<file path="config.mk">
export PLATFORM = sky130hd
export DESIGN_NAME = pnl_pwr_seq
export DESIGN_NICKNAME = d
export VERILOG_FILES = /design/src/rtl/pnl_pwr_pkg.sv /design/src/rtl/pnl_pwr_req.sv /design/src/rtl/pnl_pwr_timer.sv /design/src/rtl/pnl_pwr_fsm.sv /design/src/rtl/pnl_pwr_seq.sv
export SDC_FILE = /design/constraint.sdc
export NUM_CORES = 1
export LEC_CHECK = 0
export CELL_PAD_IN_SITES_DETAIL_PLACEMENT = 1
export CELL_PAD_IN_SITES_GLOBAL_PLACEMENT = 1
export CORE_MARGIN = 2
export CORE_UTILIZATION = 44
export CTS_CLUSTER_DIAMETER = 150
export DETAILED_ROUTE_END_ITERATION = 10
export PLACE_DENSITY_LB_ADDON = 0.1
export SYNTH_ARGS = -nofsm -noshare
export SYNTH_HDL_FRONTEND = slang
export SYNTH_SLANG_ARGS = --single-unit
</file>
<file path="constraint.sdc">
create_clock -name clk -period 2.61 [get_ports clk]
set_input_delay 0.783 -clock clk [delete_from_list [all_inputs] [get_ports clk]]
set_output_delay 0.783 -clock clk [all_outputs]
set_load 0.005 [all_outputs]
</file>
<file path="src/rtl/pnl_pwr_pkg.sv">
package pnl_pwr_pkg;

   typedef enum logic [3:0] {
      ST_OFF,
      ST_UP_SUP,
      ST_UP_NEG,
      ST_UP_POS,
      ST_ON,
      ST_DN_FLUSH,
      ST_DN_POS,
      ST_DN_NEG,
      ST_DN_SUP,
      ST_RST_HOLD
   } seq_state_t;

   typedef struct packed {
      logic sup;
      logic rst_rel;
      logic vneg;
      logic vpos;
      logic white;
      logic busy;
      logic on;
   } rail_ctl_t;

   function automatic int max2(input int a, input int b);
      return (a > b) ? a : b;
   endfunction

   // Moore decode: what each state drives onto the rails.
   function automatic rail_ctl_t state_ctl(input seq_state_t s);
      rail_ctl_t c;
      c = '0;
      case (s)
         ST_UP_SUP: begin
            c.sup = 1'b1; c.busy = 1'b1;
         end
         ST_UP_NEG: begin
            c.sup = 1'b1; c.rst_rel = 1'b1; c.busy = 1'b1;
         end
         ST_UP_POS: begin
            c.sup = 1'b1; c.rst_rel = 1'b1; c.vneg = 1'b1; c.busy = 1'b1;
         end
         ST_ON: begin
            c.sup = 1'b1; c.rst_rel = 1'b1; c.vneg = 1'b1; c.vpos = 1'b1; c.on = 1'b1;
         end
         ST_DN_FLUSH: begin
            c.sup = 1'b1; c.rst_rel = 1'b1; c.vneg = 1'b1; c.vpos = 1'b1;
            c.white = 1'b1; c.busy = 1'b1;
         end
         ST_DN_POS: begin
            c.sup = 1'b1; c.rst_rel = 1'b1; c.vneg = 1'b1; c.busy = 1'b1;
         end
         ST_DN_NEG: begin
            c.sup = 1'b1; c.rst_rel = 1'b1; c.busy = 1'b1;
         end
         ST_DN_SUP: begin
            c.rst_rel = 1'b1; c.busy = 1'b1;
         end
         ST_RST_HOLD: begin
            c.busy = 1'b1;
         end
         default: c = '0;
      endcase
      return c;
   endfunction

endpackage

</file>
<file path="src/rtl/pnl_pwr_req.sv">
module pnl_pwr_req (
   input  logic clk,
   input  logic rst_n,
   input  logic on_req,
   input  logic off_req,
   input  logic clr_on,
   input  logic clr_off,
   output logic on_pend,
   output logic off_pend
);

   localparam int NREQ = 2;

   logic [NREQ-1:0] req_v;
   logic [NREQ-1:0] clr_v;
   logic [NREQ-1:0] pend_v;

   assign req_v = {off_req, on_req};
   assign clr_v = {clr_off, clr_on};

   for (genvar i = 0; i < NREQ; i++) begin : g_flag
      logic q;
      always_ff @(posedge clk or negedge rst_n) begin
         if (!rst_n) q <= 1'b0;
         else        q <= (q | req_v[i]) & ~clr_v[i];
      end
      assign pend_v[i] = q;
   end

   assign on_pend  = pend_v[0];
   assign off_pend = pend_v[1];

   AST_OFF_KEPT: assert property (@(posedge clk) disable iff (!rst_n)
      (off_pend && !clr_off) |=> off_pend);

endmodule

</file>
<file path="src/rtl/pnl_pwr_timer.sv">
module pnl_pwr_timer #(
   parameter int TW = 8
) (
   input  logic          clk,
   input  logic          rst_n,
   input  logic          load,
   input  logic [TW-1:0] load_val,
   output logic          done
);

   logic [TW-1:0] cnt;

   always_ff @(posedge clk or negedge rst_n) begin
      if (!rst_n)             cnt <= '0;
      else if (load)          cnt <= load_val;
      else if (cnt != '0)     cnt <= cnt - TW'(1);
   end

   assign done = (cnt == '0);

endmodule

</file>
<file path="src/rtl/pnl_pwr_fsm.sv">
module pnl_pwr_fsm
   import pnl_pwr_pkg::*;
#(
   parameter int UP_RST       = 5,
   parameter int UP_NEG       = 3,
   parameter int UP_POS       = 4,
   parameter int DN_NEG       = 2,
   parameter int DN_SUP       = 3,
   parameter int DN_RST       = 2,
   parameter int RST_HOLD     = 4,
   parameter int WHITE_FRAMES = 2,
   parameter int TW           = 4,
   parameter int FW           = 2
) (
   input  logic          clk,
   input  logic          rst_n,
   input  logic          on_pend,
   input  logic          off_pend,
   input  logic          frame_end,
   input  logic          tmr_done,
   output logic          tmr_load,
   output logic [TW-1:0] tmr_val,
   output logic          clr_on,
   output logic          clr_off,
   output rail_ctl_t     ctl
);

   seq_state_t    st, st_nx;
   logic [FW-1:0] fcnt;
   logic          flush_last;

   assign flush_last = frame_end && (fcnt == FW'(WHITE_FRAMES - 1));

   // Each timed state lasts exactly its delay: the timer is loaded with
   // delay-1 on entry and the state moves on when it reads zero.
   always_comb begin
      st_nx    = st;
      tmr_load = 1'b0;
      tmr_val  = '0;
      case (st)
         ST_OFF: if (on_pend) begin
            st_nx = ST_UP_SUP; tmr_load = 1'b1; tmr_val = TW'(UP_RST - 1);
         end
         ST_UP_SUP: if (tmr_done) begin
            st_nx = ST_UP_NEG; tmr_load = 1'b1; tmr_val = TW'(UP_NEG - 1);
         end
         ST_UP_NEG: if (tmr_done) begin
            st_nx = ST_UP_POS; tmr_load = 1'b1; tmr_val = TW'(UP_POS - 1);
         end
         ST_UP_POS: if (tmr_done) st_nx = ST_ON;
         ST_ON: if (off_pend) st_nx = ST_DN_FLUSH;
         ST_DN_FLUSH: if (flush_last) begin
            st_nx = ST_DN_POS; tmr_load = 1'b1; tmr_val = TW'(DN_NEG - 1);
         end
         ST_DN_POS: if (tmr_done) begin
            st_nx = ST_DN_NEG; tmr_load = 1'b1; tmr_val = TW'(DN_SUP - 1);
         end
         ST_DN_NEG: if (tmr_done) begin
            st_nx = ST_DN_SUP; tmr_load = 1'b1; tmr_val = TW'(DN_RST - 1);
         end
         ST_DN_SUP: if (tmr_done) begin
            st_nx = ST_RST_HOLD; tmr_load = 1'b1; tmr_val = TW'(RST_HOLD - 1);
         end
         ST_RST_HOLD: if (tmr_done) st_nx = ST_OFF;
         default: st_nx = ST_OFF;
      endcase
   end

   always_ff @(posedge clk or negedge rst_n) begin
      if (!rst_n) st <= ST_OFF;
      else        st <= st_nx;
   end

   always_ff @(posedge clk or negedge rst_n) begin
      if (!rst_n)                 fcnt <= '0;
      else if (st != ST_DN_FLUSH) fcnt <= '0;
      else if (frame_end)         fcnt <= fcnt + FW'(1);
   end

   // Requests that make no sense in a settled state are dropped there.
   assign clr_on  = (st == ST_ON)  || ((st == ST_OFF) && on_pend);
   assign clr_off = (st == ST_OFF) || ((st == ST_ON) && off_pend);

   assign ctl = state_ctl(st);

   // Run length of the low reset, for the width check below.
   logic [TW:0] low_run;
   always_ff @(posedge clk or negedge rst_n) begin
      if (!rst_n)               low_run <= '0;
      else if (ctl.rst_rel)     low_run <= '0;
      else if (low_run != '1)   low_run <= low_run + (TW+1)'(1);
   end

   AST_RST_LOW_WIDTH: assert property (@(posedge clk) disable iff (!rst_n)
      $rose(ctl.rst_rel) |-> (low_run >= (TW+1)'(UP_RST)));

   AST_FLUSH_DONE: assert property (@(posedge clk) disable iff (!rst_n)
      $fell(ctl.vpos) |-> ($past(frame_end) && ($past(fcnt) == FW'(WHITE_FRAMES - 1))));

   AST_WHITE_FROM_ON: assert property (@(posedge clk) disable iff (!rst_n)
      $rose(ctl.white) |-> ($past(st) == ST_ON));

endmodule

</file>
<file path="src/rtl/pnl_pwr_seq.sv">
module pnl_pwr_seq
   import pnl_pwr_pkg::*;
#(
   parameter int CLK_KHZ       = 10000,
   parameter bit CHECK_WINDOWS = 1'b1,
   parameter int UP_RST        = 20000,
   parameter int UP_NEG        = 5000,
   parameter int UP_POS        = 10000,
   parameter int DN_NEG        = 5000,
   parameter int DN_SUP        = 5000,
   parameter int DN_RST        = 5000,
   parameter int RST_HOLD      = 20,
   parameter int WHITE_FRAMES  = 2
) (
   input  logic clk,
   input  logic rst_n,
   input  logic pwr_on_req,
   input  logic pwr_off_req,
   input  logic frame_end,
   output logic white_req,
   output logic en_logic,
   output logic en_analog,
   output logic en_inputs,
   output logic panel_rst_n,
   output logic en_vneg,
   output logic en_vpos,
   output logic busy,
   output logic on
);

   localparam int MAXD = max2(max2(max2(UP_RST, UP_NEG), max2(UP_POS, DN_NEG)),
                              max2(max2(DN_SUP, DN_RST), RST_HOLD));
   localparam int TW   = $clog2(MAXD + 1);
   localparam int FW   = $clog2(WHITE_FRAMES + 1);

   // Parameter sanity: every delay at least one cycle.
   if (UP_RST < 1 || UP_NEG < 1 || UP_POS < 1 || DN_NEG < 1 ||
       DN_SUP < 1 || DN_RST < 1 || RST_HOLD < 1 || WHITE_FRAMES < 1) begin : g_bad_cfg
      $error("pnl_pwr_seq: every delay and the frame count must be at least 1");
   end

   // Optional check of the delays against the panel's millisecond windows.
   if (CHECK_WINDOWS) begin : g_win
      if (UP_RST < CLK_KHZ || UP_RST > 5 * CLK_KHZ) begin : g_rst
         $error("pnl_pwr_seq: reset release delay outside 1..5 ms");
      end
      if (UP_NEG < CLK_KHZ / 10 || UP_NEG > 10 * CLK_KHZ) begin : g_neg
         $error("pnl_pwr_seq: negative gate delay outside 0.1..10 ms");
      end
      if (UP_NEG + UP_POS < (CLK_KHZ * 11) / 10 ||
          UP_NEG + UP_POS > 10 * CLK_KHZ) begin : g_pos
         $error("pnl_pwr_seq: positive gate delay outside 1.1..10 ms");
      end
      if (RST_HOLD < (CLK_KHZ + 999) / 1000) begin : g_hold
         $error("pnl_pwr_seq: reset hold shorter than 1 us");
      end
   end

   logic          on_pend, off_pend;
   logic          clr_on, clr_off;
   logic          tmr_load, tmr_done;
   logic [TW-1:0] tmr_val;
   rail_ctl_t     ctl;

   pnl_pwr_req u_req (
      .clk      (clk),
      .rst_n    (rst_n),
      .on_req   (pwr_on_req),
      .off_req  (pwr_off_req),
      .clr_on   (clr_on),
      .clr_off  (clr_off),
      .on_pend  (on_pend),
      .off_pend (off_pend)
   );

   pnl_pwr_timer #(.TW(TW)) u_tmr (
      .clk      (clk),
      .rst_n    (rst_n),
      .load     (tmr_load),
      .load_val (tmr_val),
      .done     (tmr_done)
   );

   pnl_pwr_fsm #(
      .UP_RST       (UP_RST),
      .UP_NEG       (UP_NEG),
      .UP_POS       (UP_POS),
      .DN_NEG       (DN_NEG),
      .DN_SUP       (DN_SUP),
      .DN_RST       (DN_RST),
      .RST_HOLD     (RST_HOLD),
      .WHITE_FRAMES (WHITE_FRAMES),
      .TW           (TW),
      .FW           (FW)
   ) u_fsm (
      .clk       (clk),
      .rst_n     (rst_n),
      .on_pend   (on_pend),
      .off_pend  (off_pend),
      .frame_end (frame_end),
      .tmr_done  (tmr_done),
      .tmr_load  (tmr_load),
      .tmr_val   (tmr_val),
      .clr_on    (clr_on),
      .clr_off   (clr_off),
      .ctl       (ctl)
   );

   assign en_logic    = ctl.sup;
   assign en_analog   = ctl.sup;
   assign en_inputs   = ctl.sup;
   assign panel_rst_n = ctl.rst_rel;
   assign en_vneg     = ctl.vneg;
   assign en_vpos     = ctl.vpos;
   assign white_req   = ctl.white;
   assign busy        = ctl.busy;
   assign on          = ctl.on;

   AST_SUP_GANGED: assert property (@(posedge clk) disable iff (!rst_n)
      (en_logic == en_analog) && (en_analog == en_inputs));

   AST_POS_NEEDS_NEG: assert property (@(posedge clk) disable iff (!rst_n)
      en_vpos |-> en_vneg);

   AST_NEG_NEEDS_RST: assert property (@(posedge clk) disable iff (!rst_n)
      en_vneg |-> (panel_rst_n && en_logic));

   AST_RST_AFTER_SUP: assert property (@(posedge clk) disable iff (!rst_n)
      $fell(panel_rst_n) |-> !en_logic);

endmodule

</file>
Word level (Yosys, flattened, before mapping)

Cells that the tools add are included.

Flip-flop bits (word level): 23
Input port bits: 5
Output and inout port bits: 9
Logic and storage cells: 84

Add/subtract/negate cells: 2
Equality and inequality tests: 21
Multiplexer cells: 32
Bitwise logic cells: 6
Reductions and logical operators: 18

Operator list:

| kind                    | count |
|---|---|
| $pmux W15 S5            | 1 |
| $mux W15                | 3 |
| $mux W4                 | 10 |
| $pmux W4 S10            | 1 |
| $mux W13                | 2 |
| $ne A2 B2 Y1 const B    | 9 |
| $eq A4 B3 Y1 const B    | 4 |
| $logic_not A15 Y1       | 1 |
| $reduce_bool A15 Y1     | 1 |
| $sub A15 B1 Y15 const B | 1 |
| $mux W14                | 1 |
| $reduce_or A7 Y1        | 2 |
| $mux W1                 | 10 |
| $reduce_and A10 Y1      | 1 |
| $eq A4 B2 Y1 const B    | 2 |
| $eq A4 B4 Y1 const B    | 2 |
| $reduce_or A8 Y1        | 1 |
| $mux W5                 | 1 |
| $reduce_or A5 Y1        | 1 |
| $eq A4 B1 Y1 const B    | 1 |
| $logic_not A4 Y1        | 1 |
| $mux W2                 | 2 |
| $ne A4 B3 Y1 const B    | 1 |
| $reduce_bool A2 Y1      | 2 |
| other kinds (12)        | 18 |

Depth between registers and ports, before layout

Depth in word-level cells: 5
Gate-level depth with buffers: 8
Gate-level depth less buffers: 7

Modules after synthesis

Synthesis repeated with hierarchy kept, for this count alone.

Cells, all modules: 198
Area total of the unflattened synthesis: 1719.1 µm²

By module, submodules not included:

| module        | instances | cells each | area an instance (µm²) | seq. area each (µm²) |
|---|---|---|---|---|
| pnl_pwr_timer | 1         | 102        | 965.9                  | 375.4 |
| pnl_pwr_fsm   | 1         | 90         | 668.1                  | 150.1 |
| pnl_pwr_req   | 1         | 4          | 70.1                   | 50.0 |
| pnl_pwr_seq   | 1         | 2          | 15.0                   | 0.0 |

Least setup slack after synthesis

OpenSTA, ideal clock, no wires.

Kind: reg-to-output
Start point: reg u_fsm.st[1]
End point: out en_vneg
Data arrival time: 1089 ps
Data required time: 1827 ps
Path slack: 738 ps
Stages on the path, launching flop included: 6
Path buffers: 2
Path through: dfrtp_1 buf_2 clkbuf_1 nand2_1 xnor2_1 nor2_1

Longest elaborated chain between the ends: 3

RTL lines:

| item                                                | line              | RTL |
|---|---|---|
| from (decl)                                         | pnl_pwr_fsm.sv:28 | `seq_state_t st, st_nx;` |
| from (signal assigned)                              | pnl_pwr_fsm.sv:71 | `else st <= st_nx;` |
| $eq A4 B2 Y1 / $eq A4 B3 Y1 (equally long branches) | pnl_pwr_pkg.sv:34 | `case (s)` |
| $reduce_or A4 Y1 (no line) (*)                      | -                 |  |
| $mux W1 (*)                                         | pnl_pwr_pkg.sv:34 |  |
| to (decl)                                           | pnl_pwr_seq.sv:25 | `output logic en_vneg,` |

Every way passes the cells marked *; elsewhere a longest branch is shown, timed or not.

Final worst setup path

Start point: reg u_fsm.st[0]
End point: out on

Longest elaborated chain between the ends: 2

RTL lines:

| item         | line              | RTL |
|---|---|---|
| $eq A4 B3 Y1 | pnl_pwr_pkg.sv:34 |  |
| $mux W1      | pnl_pwr_pkg.sv:34 |  |
| to (decl)    | pnl_pwr_seq.sv:28 | `output logic on` |

No other way between the ends.

==> results.md <==
Min path:
- In this run the most critical hold path is launched from u_fsm.fcnt[0].
- In this run the worst hold path is classified as flip-flop to flip-flop.
- The worst hold path depth is 2.
- The hold path endpoint is u_fsm.fcnt[0].

Routing:
- After detailed routing, the average wire length per cell comes to 18.7 um.
- Summed over all layers, the routed wires come to between 4000 and 5000 um.
- Dividing the detail-routed via count by the number of cells gives ~5.9.
- Signal routing reaches up to met4.
- The sum of met2 wire segment lengths after detailed routing is around 2200 um.
- The count of nets left with antenna violations once routing finished came out at 0.
- Before antenna repair, the detailed router went through 4 iterations.
- The met1 layer wirelength in the final routing is 1990 um.
- The remaining routing DRC violations is 0.
- The total met3 wirelength after detailed routing is 212 um.
- The starting DRC count in detailed routing is 41.
- The via count is approximately 1,400.

Yosys:
- Counting every instance in the synthesized netlist gives between 150 and 200.
- Summing every instance area after synthesis gives 1580 um2.
- During synthesis, Yosys emitted a total of 0 warnings.
- After synthesis the netlist holds a flip-flop and latch count of 23.
- Among all flip-flop cells after synthesis, the most frequent one is sky130_fd_sc_hd__dfrtp_1.
- The synthesized design contains 0 enable-type register cells.
- A synthesized cell averages between 8 and 9 um2.
- Of all flip-flops after synthesis, the portion carrying an async set or reset was 100%.
- The synthesized netlist contains 47 unique library cells.
- The sequential fraction of the synthesis area is between 30% and 40%.
- The post-synth net total is roughly 180.

Layout:
- The number of antenna repair diodes is 0.
- Cells with a size suffix above 1 make up 19.6% of the layout.
- The area added between synthesis and finish is 16.3%.
- The final net count is 203.

Worst setup path:
- The critical path endpoint category is an output port.
- Measured in cells, the most critical reg-to-reg path has a length of 6.
- Of all nets on the critical path, the largest fanout is 9.
- The arrival time at the worst endpoint is between 1500 and 2000 ps.
- The kind of start point of the critical path is a flip-flop.
- The worst register-to-register path begins at u_tmr.cnt[0].
- At the worst endpoint, the required time is 1830 ps.
- The setup check on the worst reg-to-reg path leaves a slack of approximately 300 ps.
- In this run the critical register-to-register path is captured at u_fsm.st[3].
- The setup path with the least slack is of type flip-flop to output port.

STA:
- The achievable frequency is 395 MHz.
- The final critical-path setup slack is roughly 75 ps.
- The worst pin sits at a relative slew slack of between 60% and 70%.
- The number of slew-limit violations in the final report is 0.
- The worst slack on hold paths is ~580 ps.
- Adding up every negative setup slack in the final design gives 0 ps.
- For the finished layout, the period the worst path requires is about 2500 ps.
- At the pin with the least slew margin, the transition time is roughly 550 ps.
- The final count of hold timing violations is 0.
- Setup violations remaining at the end of the flow were counted as 0.
- For the final database, setup skew stands at roughly 6.4 ps.
- In the finished design, the share of the clock period the worst path needs comes to 97.1%.

Clocking:
- The number of buffers inserted during clock tree synthesis is 3.
- TritonCTS built the clock tree.
- The clock passes through at most 2 buffers.
- The tree is rooted in a sky130_fd_sc_hd__clkbuf_4.
- The clock net sink count is 23.
- The latest clock arrival within the worst-skew pair is roughly 320 ps.
- The clock transition at the registers of the reported paths is about 120 ps.
- The number of levels the H-tree was split into is 1.

Die:
- After floorplanning, the core was divided into 21 placement rows.
- During I/O placement, the number of pins put on the boundary was 14.
- The die footprint is 4080 um2.
- The floorplan die height is between 60 and 70 um.
- The region available for standard cell placement spans roughly 3400 um2.
- The initial core utilization is 46.5%.
- The die width is between 60 and 70 um.

Placed design:
- During placement, the flow inserted port buffers numbering 13.
- The weighted congestion at the end of routability-driven global placement is about 0.92.
- Detailed placement finished with a half-perimeter wire length of around 3100 um.
- The worst setup slack before clock tree synthesis is between 150 and 200 ps.

Power and ir drop:
- Across the VDD grid, the largest voltage drop is roughly 0.20 mV.
- Dividing total power by cell area gives a power density of between 200 and 300 nW/um2.
- Summed over all cells, the static leakage comes to slightly below 0.7 nW.

GRT:
- The total global routing track utilization is a little under a quarter.
- The total grt overflow is 0.
- The number of global-route vias before repair is 1,473.
- The number of antenna violations at the first check in global routing is 0.
- Entering global routing, the biggest net connects 24 pins.
- The wire length of the first global-routing pass is 7270 um.

Flow run:
- The number of max-capacitance violations reported is 0.

Status:
- The flow ran to the end, and the final reports show no timing, DRC or antenna violations.
==> how the worst max path moves through the flow <==
stage,end,slack [ps],from
finish,on,80,u_fsm.st[0]
global route,on,-20,u_fsm.st[0]
CTS,on,30,u_fsm.st[3]
detailed placement,u_tmr.cnt[1],170,frame_end
global placement,u_tmr.cnt[1],250,frame_end
floorplan,en_vneg,740,u_fsm.st[1]
==> worst max-delay path, cell delays in order, from the launching register on <==
cell                              delay [ps]
sky130_fd_sc_hd__dfrtp_2                 490
sky130_fd_sc_hd__buf_4                   180
sky130_fd_sc_hd__nor3_2                  220
sky130_fd_sc_hd__clkdlybuf4s50_1         540
==> layer usage <==
layer / vias up / GRT usage, %
met1: 709 / 31.1
met4: 0 / 8.70
met5: - / 0
li1: 652 / -
met2: 40 / 37.4
met3: 11 / 2.82
==> state kept, by name (all words and copies together), names as in the netlist <==
name	count
u_req.off_pend	1
u_tmr.cnt	15
u_req.on_pend	1
u_fsm.st	4
u_fsm.fcnt	2
==> area by class of cell <==
cell class	instances	area, um2
multi-input cells	135	922
repair buffers	26	225
clock buffers	4	26.3
well taps	46	57.6
fillers	397	1560
flip-flops and latches	23	581
inverters	6	22.5
==> cell usage in the layout, fill, tap and decap left out, types with 2 or more instances in the layout <==
master / netlist / routed
sky130_fd_sc_hd__a211oi_1: 2 / 2
sky130_fd_sc_hd__nand2b_1: 3 / 3
sky130_fd_sc_hd__a211oi_2: 2 / 2
sky130_fd_sc_hd__dfrtp_1: 23 / 19
sky130_fd_sc_hd__nand2_1: 13 / 13
sky130_fd_sc_hd__a21oi_1: 5 / 5
sky130_fd_sc_hd__dfrtp_2: 0 / 4
sky130_fd_sc_hd__a31oi_1: 3 / 3
sky130_fd_sc_hd__nor3b_1: 3 / 3
sky130_fd_sc_hd__nand3b_1: 2 / 2
sky130_fd_sc_hd__o31ai_1: 3 / 3
sky130_fd_sc_hd__and2_1: 3 / 3
sky130_fd_sc_hd__a21oi_2: 2 / 2
sky130_fd_sc_hd__nor4_2: 2 / 2
sky130_fd_sc_hd__buf_4: 2 / 12
sky130_fd_sc_hd__nor2_1: 22 / 21
sky130_fd_sc_hd__o21ai_0: 11 / 11
sky130_fd_sc_hd__or2_2: 2 / 2
sky130_fd_sc_hd__inv_1: 6 / 6
sky130_fd_sc_hd__clkbuf_4: 0 / 3
sky130_fd_sc_hd__xor2_1: 5 / 5
sky130_fd_sc_hd__xnor2_1: 11 / 11
sky130_fd_sc_hd__nand3_1: 7 / 7
sky130_fd_sc_hd__clkdlybuf4s50_1: 0 / 13
sky130_fd_sc_hd__nand4_1: 2 / 2
sky130_fd_sc_hd__nor3_1: 9 / 8
sky130_fd_sc_hd__ha_1: 3 / 3
==> per-stage QoR <==
step	cells	power (W)	cell area [um2]	utilization (%)
5_1_grt	240	0.000566	1830	54.1
2_1_floorplan	176	0.000364	1580	-
3_3_place_gp	227	0.000379	1710	50.6
3_5_place_dp	227	0.000380	1710	50.6
6_report	240	0.000541	1830	54.1
4_1_cts	231	0.000551	1760	52.0
==> cells in the mapped netlist, types with 2 or more instances <==
cell type	n	area, um2
sky130_fd_sc_hd__a211oi_1	2	15.0
sky130_fd_sc_hd__nor4_2	2	25.0
sky130_fd_sc_hd__buf_6	3	33.8
sky130_fd_sc_hd__o21ai_0	11	55.1
sky130_fd_sc_hd__dfrtp_1	23	576
sky130_fd_sc_hd__ha_1	3	37.5
sky130_fd_sc_hd__o31ai_1	3	22.5
sky130_fd_sc_hd__a31oi_1	3	18.8
sky130_fd_sc_hd__nor3_1	9	45.0
sky130_fd_sc_hd__nand3b_1	2	15.0
sky130_fd_sc_hd__inv_1	6	22.5
sky130_fd_sc_hd__nor3b_1	3	22.5
sky130_fd_sc_hd__or2_2	2	12.5
sky130_fd_sc_hd__buf_2	4	20.0
sky130_fd_sc_hd__xnor2_1	11	96.3
sky130_fd_sc_hd__and2_1	3	18.8
sky130_fd_sc_hd__nand4_1	2	12.5
sky130_fd_sc_hd__nor2_1	22	82.6
sky130_fd_sc_hd__a211oi_2	2	25.0
sky130_fd_sc_hd__a21oi_2	2	17.5
sky130_fd_sc_hd__buf_4	2	15.0
sky130_fd_sc_hd__clkbuf_1	3	11.3
sky130_fd_sc_hd__a21oi_1	5	25.0
sky130_fd_sc_hd__nand2_1	13	48.8
sky130_fd_sc_hd__xor2_1	5	43.8
sky130_fd_sc_hd__nand3_1	7	35.0
sky130_fd_sc_hd__nand2b_1	3	18.8
==> cell families (layout without fill, tap and decap cells) <==
logic type	Yosys count	in the layout	synth area share [%]
muxes	2	2	1.35
and+or+nand+nor	78	78	29.0
buffers and inverters	18	36	6.51
AOI/OAI and AO/OA	36	36	15.4
DFF	23	23	36.5
adders and majority gates	3	3	2.38
xor gates and xnor gates	16	16	8.89
==> repair_timing <==
item | CTS | global route
setup endpoints to repair | 8 | 5
buffers inserted | 0 | 9
resized for setup | 5 | 2
hold buffers | 0 | 0
==> power breakdown <==
part                     switching (W)  total [W]  internal, W
logic                       0.00000931  0.0000162   0.00000687
registers      0.000000000000000000205   0.000356     0.000356
clock network                 0.000109   0.000169    0.0000600
total                         0.000118   0.000541     0.000423
Note: power is estimated with default switching activity, not from simulation.
